===== src/rtl/bdm_pkg.sv =====
package bdm_pkg;

    localparam int ADDR_W = 20;

    typedef enum logic {
        DIR_TO_PROC = 1'b0,
        DIR_TO_MEM  = 1'b1
    } xfer_dir_e;

    typedef struct packed {
        logic [ADDR_W-1:0] addr;
        logic              bhe_n;
    } addr_phase_t;

    localparam addr_phase_t PHASE_RESET = '{addr: '0, bhe_n: 1'b1};

    function automatic logic [1:0] lanes_for(input logic wide,
                                             input logic active,
                                             input logic a0,
                                             input logic bhe_n);
        logic [1:0] l;
        if (!active)   l = 2'b00;
        else if (wide) l = {~bhe_n, ~a0};
        else           l = 2'b01;
        return l;
    endfunction

endpackage


===== src/rtl/bdm_addr_latch.sv =====
module bdm_addr_latch
    import bdm_pkg::*;
#(
    parameter int SHARE_W = 16
) (
    input  logic                      clk,
    input  logic                      rst,
    input  logic                      ale,
    input  logic [SHARE_W-1:0]        ad_i,
    input  logic [ADDR_W-SHARE_W-1:0] ahi_i,
    input  logic                      bhe_n_i,
    output addr_phase_t               phase_o
);
    localparam logic WIDE = (SHARE_W > 8);

    addr_phase_t live;
    addr_phase_t held;

    always_comb begin
        live.addr  = {ahi_i, ad_i};
        live.bhe_n = WIDE ? bhe_n_i : 1'b1;
    end

    always_ff @(posedge clk) begin
        if (rst)      held <= PHASE_RESET;
        else if (ale) held <= live;
    end

    always_comb begin
        if (rst)      phase_o = PHASE_RESET;
        else if (ale) phase_o = live;
        else          phase_o = held;
    end

    logic [ADDR_W-1:0] addr_w;
    logic              bhe_w;
    assign addr_w = phase_o.addr;
    assign bhe_w  = phase_o.bhe_n;


    a_r2_follow_strobe: assert property (@(posedge clk) disable iff (rst)
        ale |-> (addr_w == {ahi_i, ad_i}));


    a_r3_hold_addr: assert property (@(posedge clk) disable iff (rst)
        (!ale && $past(!ale)) |-> ($stable(addr_w) && $stable(bhe_w)));

endmodule


===== src/rtl/bdm_xcvr.sv =====
module bdm_xcvr
    import bdm_pkg::*;
#(
    parameter int W = 16
) (
    input  logic         clk,
    input  logic         rst,
    input  logic         den_n,
    input  xfer_dir_e    dir,
    input  logic [W-1:0] from_proc,
    input  logic [W-1:0] from_mem,
    output logic [W-1:0] to_mem,
    output logic         mem_oe,
    output logic [W-1:0] to_proc,
    output logic         proc_oe
);
    logic active;
    assign active = !rst && !den_n;

    always_comb begin
        mem_oe  = active && (dir == DIR_TO_MEM);
        proc_oe = active && (dir == DIR_TO_PROC);
        to_mem  = mem_oe  ? from_proc : '0;
        to_proc = proc_oe ? from_mem  : '0;
    end


    a_r10_oe_exclusive: assert property (@(posedge clk) disable iff (rst)
        !(mem_oe && proc_oe));


    a_r6_release: assert property (@(posedge clk) disable iff (rst)
        den_n |-> (!mem_oe && !proc_oe && to_mem == '0 && to_proc == '0));

endmodule


===== src/rtl/bdm_lane_decode.sv =====
module bdm_lane_decode
    import bdm_pkg::*;
#(
    parameter bit WIDE = 1'b1
) (
    input  logic       clk,
    input  logic       rst,
    input  logic       active,
    input  logic       a0,
    input  logic       bhe_n,
    output logic [1:0] lane_en
);
    assign lane_en = lanes_for(WIDE, active, a0, bhe_n);

    generate
        if (!WIDE) begin : g_narrow

            a_r9_no_high_lane: assert property (@(posedge clk) disable iff (rst)
                !lane_en[1]);
        end
    endgenerate

endmodule


===== src/rtl/bdm_bus_demux.sv =====
module bdm_bus_demux
    import bdm_pkg::*;
#(
    parameter int DATA_W = 16
) (
    input  logic                     clk,
    input  logic                     rst,
    input  logic [DATA_W-1:0]        ad_i,
    input  logic [ADDR_W-DATA_W-1:0] ahi_i,
    input  logic                     ale_i,
    input  logic                     bhe_n_i,
    input  logic                     den_n_i,
    input  logic                     dt_r_i,
    input  logic [DATA_W-1:0]        mem_din_i,
    output logic [ADDR_W-1:0]        addr_o,
    output logic                     bhe_n_o,
    output logic [1:0]               lane_en_o,
    output logic [DATA_W-1:0]        mem_dout_o,
    output logic                     mem_oe_o,
    output logic [DATA_W-1:0]        proc_dout_o,
    output logic                     proc_oe_o
);
    localparam bit WIDE = (DATA_W == 16);

    generate
        if (DATA_W != 8 && DATA_W != 16) begin : g_bad_width
            initial $error("DATA_W must be 8 or 16");
        end
    endgenerate

    addr_phase_t phase;
    xfer_dir_e   dir;
    assign dir = xfer_dir_e'(dt_r_i);

    bdm_addr_latch #(.SHARE_W(DATA_W)) u_latch (
        .clk     (clk),
        .rst     (rst),
        .ale     (ale_i),
        .ad_i    (ad_i),
        .ahi_i   (ahi_i),
        .bhe_n_i (bhe_n_i),
        .phase_o (phase)
    );

    bdm_xcvr #(.W(DATA_W)) u_xcvr (
        .clk       (clk),
        .rst       (rst),
        .den_n     (den_n_i),
        .dir       (dir),
        .from_proc (ad_i),
        .from_mem  (mem_din_i),
        .to_mem    (mem_dout_o),
        .mem_oe    (mem_oe_o),
        .to_proc   (proc_dout_o),
        .proc_oe   (proc_oe_o)
    );

    bdm_lane_decode #(.WIDE(WIDE)) u_lanes (
        .clk     (clk),
        .rst     (rst),
        .active  (!rst && !den_n_i),
        .a0      (phase.addr[0]),
        .bhe_n   (phase.bhe_n),
        .lane_en (lane_en_o)
    );

    assign addr_o  = phase.addr;
    assign bhe_n_o = phase.bhe_n;


    a_r1_reset_state: assert property (@(posedge clk)
        rst |-> (addr_o == '0 && bhe_n_o && !mem_oe_o && !proc_oe_o));

    generate
        if (!WIDE) begin : g_narrow_bhe

            a_r5_bhe_inactive: assert property (@(posedge clk) disable iff (rst)
                bhe_n_o);
        end
    endgenerate

endmodule


===== config.mk =====
export PLATFORM = sky130hd
export DESIGN_NAME = bdm_bus_demux
export DESIGN_NICKNAME = d
export VERILOG_FILES = /design/src/rtl/bdm_pkg.sv /design/src/rtl/bdm_addr_latch.sv /design/src/rtl/bdm_xcvr.sv /design/src/rtl/bdm_lane_decode.sv /design/src/rtl/bdm_bus_demux.sv
export SDC_FILE = /design/constraint.sdc
export NUM_CORES = 1
export LEC_CHECK = 0
export BUFFER_PORTS_ARGS = -buffer_cell sky130_fd_sc_hd__buf_2
export CORE_ASPECT_RATIO = 0.9
export CORE_UTILIZATION = 38
export DETAILED_ROUTE_END_ITERATION = 8
export GPL_TIMING_DRIVEN = 0
export PLACE_DENSITY = 0.83
export SLEW_MARGIN = 15
export SYNTH_ARGS = -nofsm -noshare
export SYNTH_HDL_FRONTEND = slang
export SYNTH_SLANG_ARGS = --single-unit

===== constraint.sdc =====
create_clock -name clk -period 1.67 [get_ports clk]
set_input_delay 0.2505 -clock clk [delete_from_list [all_inputs] [get_ports clk]]
set_output_delay 0.2505 -clock clk [all_outputs]
set_load 0.1 [all_outputs]

==> flow_summary.yaml <==
outcome:
  outcome: "finished, violations left"
  failed_checks: "design-rule violations"
global_routing:
  grt_usage_pct: 19.40
  grt_pass1_wl_mm: 4.278
  grt_overflow: 0
  first_global_vias: 988
  grt_max_degree: 14
  antenna_found_initial: 0
clock_tree:
  cts_buffers: 3
  cts_root_buf: "clkbuf_4"
  cts_tree: "yes"
  clock_path_buffers: 2
  insertion_delay_ns: 0.30
  clock-sinks: 21
  clkTransAtPathRegs_ns: 0.13
  h-tree-depth: 1
  cts_hold_buffers: 0
yosys:
  synth_nets: 150
  ys_ff_latch: 21
  yosys_warnings: 0
  syn_avg_cell_area_um2: 9.511
  synth_area_um2: 1027
  synth_edf_count: 0
  ys.flop_type: "dfxtp_1"
  ys_seq_area_share_pct: 40.93
  yosysUniqueCellTypes: 14
  netlist_instances: 108
  async_flop_share_pct: 0
cells_and_area:
  fin_area_um2: 1838
  multiInputGateArea_um2: 700.7
  layout_commonest_cell: "buf_2"
  largest_register: "u_latch.held"
  drive_above_1_share_pct: 76.19
  seq_area_um2: 420.4
  fin_cells: 238
  nets: 253
  area_delta_synth_final_pct: 78.93
  final_cell_mix: "buf_2 (66), buf_4 (21), dfxtp_1 (21)"
  largestRegisters: "u_latch.held (21)"
  num-fill-cells: 203
  largest_register_ff_count: 21
  diodes: 0
timing:
  fin_ws_ns: 0.07777
  finalCriticalPeriod_ns: 1.592
  relSlewSlack_pct: 67.18
  slew_viol_final: 0
  tightest_slew_ns: 0.4957
  hold_viol: 0
  fmax_ghz: 0.6280
  timing.final.crit_share_pct: 95.34
  rsz0062_at_grt: "no"
  hold_ws_ns: 0.2081
  setup_viol: 0
  setup_tns_ns: 0
  skew_ns: 0
floorplan:
  coreArea_um2: 2510
  die_h_um: 51.33
  num_rows: 17
  start_util_pct: 40.93
  dieArea_um2: 2916
  dieWidth_um: 56.81
  pin_count: 99
routing:
  drc: 18
  viasPerCell: 4.576
  dr.pass1.iters: 6
  routed_wl_mm: 2.906
  wl_per_cell_um: 12.21
  antenna_left: 0
  vias: 1089
  drtIter0Drc: 48
worst_setup_path:
  timing.critical_path.buf_inv: 3
  max_stage_delay_ns: 0.32
  worst_setup_path_start_kind: "input pin"
  worstSetupEndpointType: "primary output"
  criticalPathCategory: "input pin to primary output"
  crit_required_ns: 1.42
  slowest_stage: "nor3b_4"
  path_delay_family: "buffers and inverters"
  arrival_ns: 1.34
  crit_fanout: 10
  critical_path.cell_chain: "buf_2, nor3b_4, buf_6, and2_4, buf_4"
placed_design:
  dp.cells: 232
  dpl.hpwl_mm: 2.293
  io_buffers: 96
  placed_cell_area_um2: 1712
  dpl_worst_slack_ns: -0.1853
  finalWeightedCongestion: 0.6893
pwr:
  max-vdd-ir-drop_mv: 0.6863
  p_per_area_nw_per_um2: 805.5
  leakage_uw: 0.001004
worst_hold_path:
  hp-class: "input pin to register"
job:
  maxCapViolations: 0
## kinds of logic after synthesis
group / after synthesis / share of synthesized area (%)
buffers and inverters: 9 / 6.334
flip-flops: 21 / 40.93
AND/OR/NAND/NOR: 56 / 31.55
multiplexers: 20 / 19.49
AO/OA/AOI/OAI: 2 / 1.706
## power by group
part	internal [uW]	switching [uW]	total, uW
logic	162	524	687
registers	531	7.45	538
clock network	91.4	164	256
total	785	696	1480
## synth_stat cells (2+ instances only)
master     n  share of area (%)
nor2_1    20                7.3
and2_1    32                 19
clkbuf_1   2               0.73
mux2i_1   20                 19
buf_6      2                2.2
buf_4      4                2.9
dfxtp_1   21                 41
## metrics by stage
stage / utilization [%] / power [uW]
floorplan: - / 1101
global placement: 68.20 / 1212
detailed placement: 68.20 / 1222
CTS: 71.68 / 1488
global route: 73.23 / 1537
finish: 73.23 / 1481
## final timing paths
check,start,to,slack (ns),cells past startpoint
worst max-delay path,den_n_i,mem_dout_o[10],0.08,5
worst min-delay path,ad_i[13],u_latch.held[14]$_DFF_P_,0.21,3
worst max register to register,u_latch.held[0]$_DFF_P_,u_latch.held[0]$_DFF_P_,0.83,2
worst min register to register,u_latch.held[14]$_DFF_P_,u_latch.held[14]$_DFF_P_,0.51,2
## cell type report
class	count	share of cell area [%]
clock inverter	1	0.4084
timing repair buffer	98	31.25
buffer	9	4.221
sequential	21	22.87
multi-input combinational	78	38.12
clock buffer	3	1.225
tap	28	1.906
## metal layers
metal / vias up / track usage [%] / part of all wire (%)
met5: - / 0 / 0
met1: 468 / 18.27 / 36
met3: 4 / 6.329 / 10
met2: 64 / 40.67 / 52
met4: 0 / 3.659 / 1.0
li1: 553 / - / -
## worst reg2reg max path, stage by stage (launching register included)
cell	delay, ns
dfxtp_1	0.32
nor2b_4	0.13
a211o_1	0.28
## repair_timing
| item | in CTS | in global routing |
|---|---|---|
| setup endpoints to repair | 29 | 25 |
| pin swaps | 1 | 2 |
| buffers inserted | 2 | 0 |
| gates resized for setup | 18 | 15 |
Note: power is estimated with default switching activity, not from simulation.
